### config.mk
export PLATFORM = sky130hd
export DESIGN_NAME = sha256_pad_unit
export DESIGN_NICKNAME = d
export VERILOG_FILES = /design/src/rtl/pad_pkg.sv /design/src/rtl/pad_len_ctr.sv /design/src/rtl/pad_block_fmt.sv /design/src/rtl/sha256_pad_unit.sv
export SDC_FILE = /design/constraint.sdc
export NUM_CORES = 1
export LEC_CHECK = 0
export BUFFER_PORTS_ARGS = -buffer_cell sky130_fd_sc_hd__buf_2
export CAP_MARGIN = 15
export CORE_MARGIN = 10
export CORE_UTILIZATION = 34
export CTS_BUF_LIST = sky130_fd_sc_hd__clkbuf_2
export DETAILED_ROUTE_END_ITERATION = 10
export SYNTH_ARGS = -nofsm -noshare
export SYNTH_HDL_FRONTEND = slang
export SYNTH_SLANG_ARGS = --single-unit
### constraint.sdc
create_clock -name clk -period 3.6 [get_ports clk]
set_input_delay 0.72 -clock clk [delete_from_list [all_inputs] [get_ports clk]]
set_output_delay 0.72 -clock clk [all_outputs]
set_load 0.1 [all_outputs]
### src/rtl/pad_pkg.sv
package pad_pkg;
  typedef enum logic [1:0] {
    ST_FILL = 2'd0,
    ST_PAD  = 2'd1,
    ST_SEND = 2'd2
  } pad_state_e;
endpackage

### src/rtl/pad_len_ctr.sv
// Running message length in bits; advances one byte width per accepted byte.
module pad_len_ctr #(
  parameter int LEN_W  = 64,
  parameter int BYTE_W = 8
) (
  input  logic             clk,
  input  logic             rst_n,
  input  logic             inc,
  input  logic             clr,
  output logic [LEN_W-1:0] bit_len
);
  logic [LEN_W-1:0] cnt_q, cnt_d;
  logic             cnt_en;

  always_comb begin
    cnt_d  = cnt_q;
    cnt_en = clr | inc;
    if (clr)      cnt_d = '0;
    else if (inc) cnt_d = cnt_q + LEN_W'(BYTE_W);
  end

  always_ff @(posedge clk or negedge rst_n) begin
    if (!rst_n)      cnt_q <= '0;
    else if (cnt_en) cnt_q <= cnt_d;
  end

  assign bit_len = cnt_q;
endmodule

### src/rtl/pad_block_fmt.sv
// Builds a padded block from the bytes gathered so far.
module pad_block_fmt #(
  parameter int BYTE_W  = 8,
  parameter int BLOCK_W = 512,
  parameter int LEN_W   = 64,
  localparam int NBYTES    = BLOCK_W / BYTE_W,
  localparam int LEN_BYTES = LEN_W / BYTE_W,
  localparam int FIT_LIMIT = NBYTES - LEN_BYTES,
  localparam int IDX_W     = $clog2(NBYTES + 1)
) (
  input  logic [BLOCK_W-1:0] blk_in,
  input  logic [IDX_W-1:0]   used,
  input  logic               mark_done,
  input  logic [LEN_W-1:0]   bit_len,
  output logic [BLOCK_W-1:0] blk_out,
  output logic               len_fits
);
  localparam logic [BYTE_W-1:0] MARKER = {1'b1, {(BYTE_W-1){1'b0}}};

  logic [IDX_W:0] need;

  always_comb begin
    need     = {1'b0, used} + (IDX_W+1)'(!mark_done);
    len_fits = need <= (IDX_W+1)'(FIT_LIMIT);
  end

  always_comb begin
    blk_out = '0;
    for (int i = 0; i < NBYTES; i++) begin
      if (len_fits && i >= FIT_LIMIT)
        blk_out[(NBYTES-1-i)*BYTE_W +: BYTE_W] = bit_len[(NBYTES-1-i)*BYTE_W +: BYTE_W];
      else if (IDX_W'(i) < used)
        blk_out[(NBYTES-1-i)*BYTE_W +: BYTE_W] = blk_in[(NBYTES-1-i)*BYTE_W +: BYTE_W];
      else if (IDX_W'(i) == used && !mark_done)
        blk_out[(NBYTES-1-i)*BYTE_W +: BYTE_W] = MARKER;
    end
  end
endmodule

### src/rtl/sha256_pad_unit.sv
module sha256_pad_unit #(
  parameter int BYTE_W  = 8,
  parameter int BLOCK_W = 512,
  parameter int LEN_W   = 64,
  parameter int SYNC_STAGES = 2
) (
  input  logic               clk,
  input  logic               rst_n,
  input  logic               in_valid,
  output logic               in_ready,
  input  logic [BYTE_W-1:0]  in_data,
  input  logic               in_last,
  input  logic               in_void,
  output logic               out_valid,
  input  logic               out_ready,
  output logic [BLOCK_W-1:0] out_block,
  output logic               out_final
);
  import pad_pkg::*;

  localparam int NBYTES = BLOCK_W / BYTE_W;
  localparam int IDX_W  = $clog2(NBYTES + 1);

  // Reset: asserted asynchronously, released through a synchronizer chain.
  logic [SYNC_STAGES-1:0] rs_q;
  logic                   rst_core_n;

  always_ff @(posedge clk or negedge rst_n) begin
    if (!rst_n) rs_q <= '0;
    else        rs_q <= {rs_q[SYNC_STAGES-2:0], 1'b1};
  end
  assign rst_core_n = rs_q[SYNC_STAGES-1];

  pad_state_e         state_q, state_d;
  logic [BLOCK_W-1:0] blk_q, blk_d;
  logic               blk_we;
  logic [IDX_W-1:0]   idx_q, idx_d;
  logic               fin_q, fin_d;
  logic               tail_q, tail_d;   // message end seen, closing block(s) pending
  logic               mark_q, mark_d;   // marker byte already placed

  logic               accept, has_byte, out_take, len_clr;
  logic [LEN_W-1:0]   bit_len;
  logic [BLOCK_W-1:0] fmt_blk;
  logic               fmt_fits;

  assign in_ready  = (state_q == ST_FILL);
  assign out_valid = (state_q == ST_SEND);
  assign out_block = blk_q;
  assign out_final = fin_q;

  assign accept   = in_valid & in_ready;
  assign has_byte = accept & ~(in_last & in_void);
  assign out_take = out_valid & out_ready;
  assign len_clr  = out_take & fin_q;

  pad_len_ctr #(.LEN_W(LEN_W), .BYTE_W(BYTE_W)) u_len (
    .clk     (clk),
    .rst_n   (rst_core_n),
    .inc     (has_byte),
    .clr     (len_clr),
    .bit_len (bit_len)
  );

  pad_block_fmt #(.BYTE_W(BYTE_W), .BLOCK_W(BLOCK_W), .LEN_W(LEN_W)) u_fmt (
    .blk_in    (blk_q),
    .used      (idx_q),
    .mark_done (mark_q),
    .bit_len   (bit_len),
    .blk_out   (fmt_blk),
    .len_fits  (fmt_fits)
  );

  always_comb begin
    state_d = state_q;
    blk_d   = blk_q;
    blk_we  = 1'b0;
    idx_d   = idx_q;
    fin_d   = fin_q;
    tail_d  = tail_q;
    mark_d  = mark_q;
    unique case (state_q)
      ST_FILL: begin
        if (accept) begin
          if (has_byte) begin
            blk_we = 1'b1;
            idx_d  = idx_q + IDX_W'(1);
            for (int i = 0; i < NBYTES; i++)
              if (idx_q == IDX_W'(i)) blk_d[(NBYTES-1-i)*BYTE_W +: BYTE_W] = in_data;
          end
          if (in_last) begin
            tail_d  = 1'b1;
            mark_d  = 1'b0;
            state_d = ST_PAD;
          end else if (idx_q == IDX_W'(NBYTES-1)) begin
            idx_d   = '0;
            fin_d   = 1'b0;
            tail_d  = 1'b0;
            state_d = ST_SEND;
          end
        end
      end
      ST_PAD: begin
        blk_we  = 1'b1;
        blk_d   = fmt_blk;
        fin_d   = fmt_fits;
        mark_d  = mark_q | (idx_q != IDX_W'(NBYTES));
        idx_d   = '0;
        state_d = ST_SEND;
      end
      ST_SEND: begin
        if (out_take) begin
          idx_d = '0;
          if (fin_q) begin
            tail_d  = 1'b0;
            state_d = ST_FILL;
          end else if (tail_q) begin
            state_d = ST_PAD;
          end else begin
            state_d = ST_FILL;
          end
        end
      end
      default: state_d = ST_FILL;
    endcase
  end

  always_ff @(posedge clk or negedge rst_core_n) begin
    if (!rst_core_n) begin
      state_q <= ST_FILL;
      idx_q   <= '0;
      fin_q   <= 1'b0;
      tail_q  <= 1'b0;
      mark_q  <= 1'b0;
    end else begin
      state_q <= state_d;
      idx_q   <= idx_d;
      fin_q   <= fin_d;
      tail_q  <= tail_d;
      mark_q  <= mark_d;
    end
  end

  // Data register: no reset, written only under its enable.
  always_ff @(posedge clk) begin
    if (blk_we) blk_q <= blk_d;
  end

  AST_HOLD_OUTPUT: assert property (@(posedge clk) disable iff (!rst_core_n)
    (out_valid && !out_ready) |=> (out_valid && $stable(out_block) && $stable(out_final)));

  AST_FULL_BLOCK_OUT: assert property (@(posedge clk) disable iff (!rst_core_n)
    (accept && !in_last && idx_q == IDX_W'(NBYTES-1)) |=> (out_valid && !out_final));

  AST_SPILL_THEN_FINAL: assert property (@(posedge clk) disable iff (!rst_core_n)
    (out_take && !out_final && tail_q) |-> ##2 (out_valid && out_final));

  AST_LEN_CLEARED: assert property (@(posedge clk) disable iff (!rst_core_n)
    $past(out_take && out_final) |-> (bit_len == '0));
endmodule

[After elaboration in Yosys (flattened, before gate mapping)]
Index checks and enable logic that the tools add are counted.
Word-level totals
  logic and storage cells: 785
  bits in registers: 590
  output and inout port bits: 515
Operators by class
  bitwise logic cells: 8
  $add $sub $neg: 3
  equality and inequality tests: 264
  reductions and logical operators: 141
  $lt $le $gt $ge: 65
  mux-type cells: 233
Operators with widths (count)
  8-bit two-way mux: 200
  512-bit two-way mux: 2
  512-bit one-hot mux with 2 select lines: 1
  6-bit AND reduction: 64
  6-bit by 7-bit == test with 1-bit output, first input constant: 32
  7-bit by 6-bit == test with 1-bit output, second input constant: 32
  6-bit by 7-bit < comparator with 1-bit output, first input constant: 32
  2-bit by 1-bit inequality test with 1-bit output, second input constant: 69
  64-bit two-way mux: 2
  2-bit inequality test, second input constant: 57
  5-bit by 7-bit == test with 1-bit output, first input constant: 16
  7-bit by 5-bit == test with 1-bit output, second input constant: 16
  5-bit by 7-bit < comparator with 1-bit output, first input constant: 16
  64-bit by 4-bit adder with 64-bit output, second input constant: 1
  1-bit logical AND: 64
  4-bit by 7-bit == test with 1-bit output, first input constant: 8
  7-bit by 4-bit == test with 1-bit output, second input constant: 8
  4-bit by 7-bit < comparator with 1-bit output, first input constant: 8
  7-bit two-way mux: 5
  3-bit by 7-bit == test with 1-bit output, first input constant: 4
  7-bit by 3-bit == test with 1-bit output, second input constant: 4
  3-bit by 7-bit < comparator with 1-bit output, first input constant: 4
  3-bit inequality test, second input constant: 8
  7-bit one-hot mux with 3 select lines: 1
  29 further kinds: 60

[Logic depth before layout (Yosys ltp)]
  depth in word-level cells: 8
  mapped depth: 11
  depth with buffers taken out: 8

[Modules after synthesis]
A second synthesis with hierarchy kept.
Unflattened totals
  cell total of the unflattened synthesis: 3175
  area total of the unflattened synthesis: 30080.1 µm²
By module, submodules not included
  sha256_pad_unit: area each 21468.1 µm², seq. area each 15725.1 µm², cells each 1923, times used 1
  pad_block_fmt: area each 5449.0 µm², seq. area each 0.0 µm², cells each 910, times used 1
  pad_len_ctr: area each 3163.0 µm², seq. area each 1526.5 µm², cells each 342, times used 1

[Worst setup path after synthesis]
No wires, ideal clock.
  kind: register -> register
  start point: reg state_q[0]
  end point: reg blk_q[136] (netlist: out_block[136]), enable pin
  required time: 3211 ps
  cell stages (with the launch flop): 10
  path slack: 169 ps
  data arrival time: 3042 ps
  buffers on the path: 2
  cells stage by stage: dfrtp_1 inv_1 ha_1 buf_2 and2_1 buf_2 nand2_1 nand2_1 nand2_1 a311oi_1
On the way
  longest elaborated chain between the ends: 7
  elaborated cells on any way between the ends: 13
  classes of those cells: eq/ne (5); mux (3); bitwise (2); reduce/logical (3)
Ends and longest elaborated chain
  start: declaration: RTL line sha256_pad_unit.sv:34  | pad_state_e state_q, state_d;
  start signal: assignment: RTL line sha256_pad_unit.sv:136  | state_q <= state_d;
  2-bit zero test (*): RTL line sha256_pad_unit.sv:47  | assign in_ready = (state_q == ST_FILL);
  named net in_ready: RTL line sha256_pad_unit.sv:10  | output logic in_ready,
  1-bit bitwise AND: RTL line sha256_pad_unit.sv:52  | assign accept = in_valid & in_ready;
  1-bit bitwise AND: RTL line sha256_pad_unit.sv:53  | assign has_byte = accept & ~(in_last & in_void);
  1-bit two-way mux: RTL line sha256_pad_unit.sv:85  | if (has_byte) begin
  1-bit two-way mux: RTL line sha256_pad_unit.sv:84  | if (accept) begin
  1-bit one-hot mux with 2 select lines: RTL line sha256_pad_unit.sv:82  | unique case (state_q)
  6-bit AND reduction (no line) (*)
  end signal: assignment: RTL line sha256_pad_unit.sv:146  | if (blk_we) blk_q <= blk_d;
  end: declaration: RTL line sha256_pad_unit.sv:35  | logic [BLOCK_W-1:0] blk_q, blk_d;
Mark *: on every way through the listed nets, which the timed path passes. The rest lies on a longest branch.
A chain may end at the register's enable or synchronous reset.

[Worst setup path after layout]
  start point: reg idx_q[5]
  end point: reg state_q[0]
On the way
  longest elaborated chain between the ends: 3
Ends and longest elaborated chain
  start: declaration: RTL line sha256_pad_unit.sv:37  | logic [IDX_W-1:0] idx_q, idx_d;
  start signal: assignment: RTL line sha256_pad_unit.sv:137  | idx_q <= idx_d;
  7-bit by 6-bit == test with 1-bit output: RTL line sha256_pad_unit.sv:95  | end else if (idx_q == IDX_W'(NBYTES-1)) begin
  3-bit by 1-bit inequality test with 1-bit output (no line)
  3-bit AND reduction (no line)
No other way between the ends.

==> results.sh <==
export IMPL_dpl_hpwl_mm=56.1
export IMPL_cts_root_buf="clkbuf_2"
export IMPL_finClkSkew_ns=0.109
export IMPL_slew_headroom_pct=24.1
export IMPL_synth_ff_type="edfxtp_1"
export IMPL_grt_use_total_pct=20.1
export IMPL_clkSlewWorstSetupHoldPaths_ns=0.11
export IMPL_drt_iter0_markers=1531
export IMPL_ys_seq_elements=587
export IMPL_setup_viol=0
export IMPL_drv_cap=0
export IMPL_ys_seq_area_share_pct=77.6
export IMPL_status="finished clean"
export IMPL_nNetsFinal=2192
export IMPL_drc=0
export IMPL_min_path_type="reg2async"
export IMPL_setup_slack_ns=0.205
export IMPL_max_freq_mhz=295
export IMPL_reg2reg_depth=7
export IMPL_async_flop_share_pct=12.8
export IMPL_dieHeight_um=276
export IMPL_hold_violations=0
export IMPL_crit_required_ns=4.75
export IMPL_period_needed_ns=3.40
export IMPL_grt_met3_usage_pct=5.42
export IMPL_area_growth_pct=25.9
export IMPL_die_area_um2=76000
export IMPL_met2_usage_pct=35.0
export IMPL_ant_nets=0
export IMPL_grt_overflow_total=0
export IMPL_rrSetupSlack_ns=0.20
export IMPL_slew_viol_final=0
export IMPL_cts_path_max_buffers=3
export IMPL_grt_pass1_vias=16000
export IMPL_wl_per_cell_um=25.3
export IMPL_worstSkewPairLatency_ns=1.34
export IMPL_holdWs_ns=0.225
export IMPL_postCtsSetupBuffers=0
export IMPL_io_buffer_count=528
export IMPL_r2r_start="idx_q[5]$_DFFE_PN0P_"
export IMPL_routed_wirelength_mm=79.2
export IMPL_rsz0062_at_grt="false"
export IMPL_grt_max_degree=65
export IMPL_initial_utilization_pct=34.4
export IMPL_antenna_found_initial=2
export IMPL_worst_slew_pin_slew_ns=1.14
export IMPL_place_congestion=0.949
export IMPL_crit_start="idx_q[5]$_DFFE_PN0P_"
export IMPL_cts_tree="built"
export IMPL_crit_fanout=18
export IMPL_grt_pass1_wl_mm=112
export IMPL_place_worst_setup_slack_ns=0.466
export IMPL_startpoint_type="register"
export IMPL_die_w_um=276
export IMPL_synth_edf_count=512
export IMPL_mappedNetlistNets=1494
export IMPL_synth_distinct_cells=68
export IMPL_fillCellCount=6041
export IMPL_row_count=93
export IMPL_synth_avg_cell_area_um2=15.1
export IMPL_end_kind="register"
export IMPL_tns_ns=0
export IMPL_busiest_layer="met2"
export IMPL_cts_sinks=587
export IMPL_cp_arrival_ns=4.55
export IMPL_via_per_inst=5.18
export IMPL_post_route_period_util_pct=94.3
export IMPL_vias=16200
export IMPL_rr_endpoint="state_q[0]$_DFFE_PN0P_"
export IMPL_htree_levels=4
export IMPL_ys_warn_count=0
export IMPL_cts_buffers=150
export IMPL_synth_area_um2=22200
export IMPL_coreArea_um2=64600
export IMPL_syn_inst=1469
export IMPL_boundaryPins=529
export IMPL_crit_type="reg2reg"
export IMPL_use_met1_pct=23.6
export IMPL_drive_gt1_share_pct=38.7
export IMPL_dr_pass1_iters=5
==> synthesized netlist by cell type (all sizes together), types with 11 or more instances <==
cell	n	share of area (%)
or4	27	0.93
o31ai	31	1.0
nor2b	22	0.62
a21o	54	1.8
or3	17	0.48
nor3	27	0.61
clkbuf	76	1.3
ha	11	0.62
edfxtp	512	69
o21ai	96	2.2
and3	24	0.68
nand2	112	1.9
nand4	19	0.60
xnor2	21	0.83
dfrtp	75	8.4
nor2	71	1.2
a21oi	93	2.1
inv	18	0.30
and2	13	0.37
nand3	35	0.81
==> layout by cell type, fill, tap and decap left out, drive strengths merged, types with 11 or more instances in the layout <==
cell type and count:
clkinv 51, nand4 19, or4 27, nand3 35, or3 17, clkbuf 202
xnor2 21, and3 24, o31ai 31, ha 11, nand2 112, buf 615
inv 25, dfrtp 75, nor3 27, a21oi 93, a21o 54, nor2b 22
nor2 71, o21ai 96, edfxtp 512, and2 13, dlygate4sd3 17
==> stage by stage <==
stage | area (um2) | cells | utilization, %
floorplan | 22200 | 1469 | -
global placement | 26500 | 2853 | 41.0
detailed placement | 26500 | 2853 | 41.0
CTS | 28000 | 3132 | 43.3
global route | 28000 | 3133 | 43.3
finish | 28000 | 3133 | 43.3
==> layer usage <==
| layer | vias to the layer above | routed length [um] |
|---|---|---|
| met2 | 785 | 40900 |
| met3 | 122 | 6600 |
| met1 | 8195 | 29800 |
| li1 | 7116 | - |
| met4 | 2 | 1850 |
| met5 | - | 7 |
==> flip-flops by register name, indices dropped and copies added, names as in the netlist <==
register / count
tail_q: 1
rs_q: 2
out_block: 512
out_final: 1
state_q: 2
idx_q: 7
u_len.bit_len: 61
mark_q: 1
==> worst max-delay path, stage by stage (launching register included) <==
cell and delay (ns):
dfrtp_1 0.78, and4b_1 0.50, a21oi_1 0.11, o21ai_0 0.29, o21ai_0 0.15, dlygate4sd3_1 0.63, a22o_1 0.25, dlygate4sd3_1 0.56
==> cell families after synthesis <==
logic type / after synthesis / synth area share (%)
DFF: 587 / 77.6
buffers and inverters: 105 / 1.81
AOI/OAI and AO/OA: 336 / 9.43
adders and majority gates: 11 / 0.619
muxes: 2 / 0.0956
other: 1 / 0.0169
and+or+nand+nor: 396 / 9.24
xor gates and xnor gates: 31 / 1.22
==> how the worst max path moves through the flow <==
stage / end / slack [ns] / cells after the start
5_1_grt: out_valid / 0.06 / 3
6_report: state_q[0]$_DFFE_PN0P_ / 0.20 / 7
3_3_place_gp: out_block[188]$_DFFE_PP_ / 0.56 / 5
3_5_place_dp: out_block[286]$_DFFE_PP_ / 0.47 / 7
4_1_cts: state_q[0]$_DFFE_PN0P_ / 0.05 / 7
2_1_floorplan: out_block[136]$_DFFE_PP_ / 0.17 / 9
==> area by class of cell <==
type | instances | area, um2 | area share, %
clock buffers | 202 | 1010 | 3.61
repair buffers | 632 | 3530 | 12.6
well taps | 855 | 1070 | 3.82
diodes | 1 | 2.50 | 0.00894
flip-flops and latches | 587 | 17300 | 61.6
multi-input cells | 777 | 4700 | 16.8
clock inverters | 60 | 347 | 1.24
inverters | 19 | 71.3 | 0.255
==> what timing repair did <==
item,4_1_cts,5_1_grt
hold buffers,17,0
gates resized for setup,1,3
gates cloned,0,0
setup endpoints to repair,1,2
endpoints found under the hold margin,238,0
Power is not shown: default switching activity piles up to over one toggle a cycle in this logic, so the estimate is an artifact.
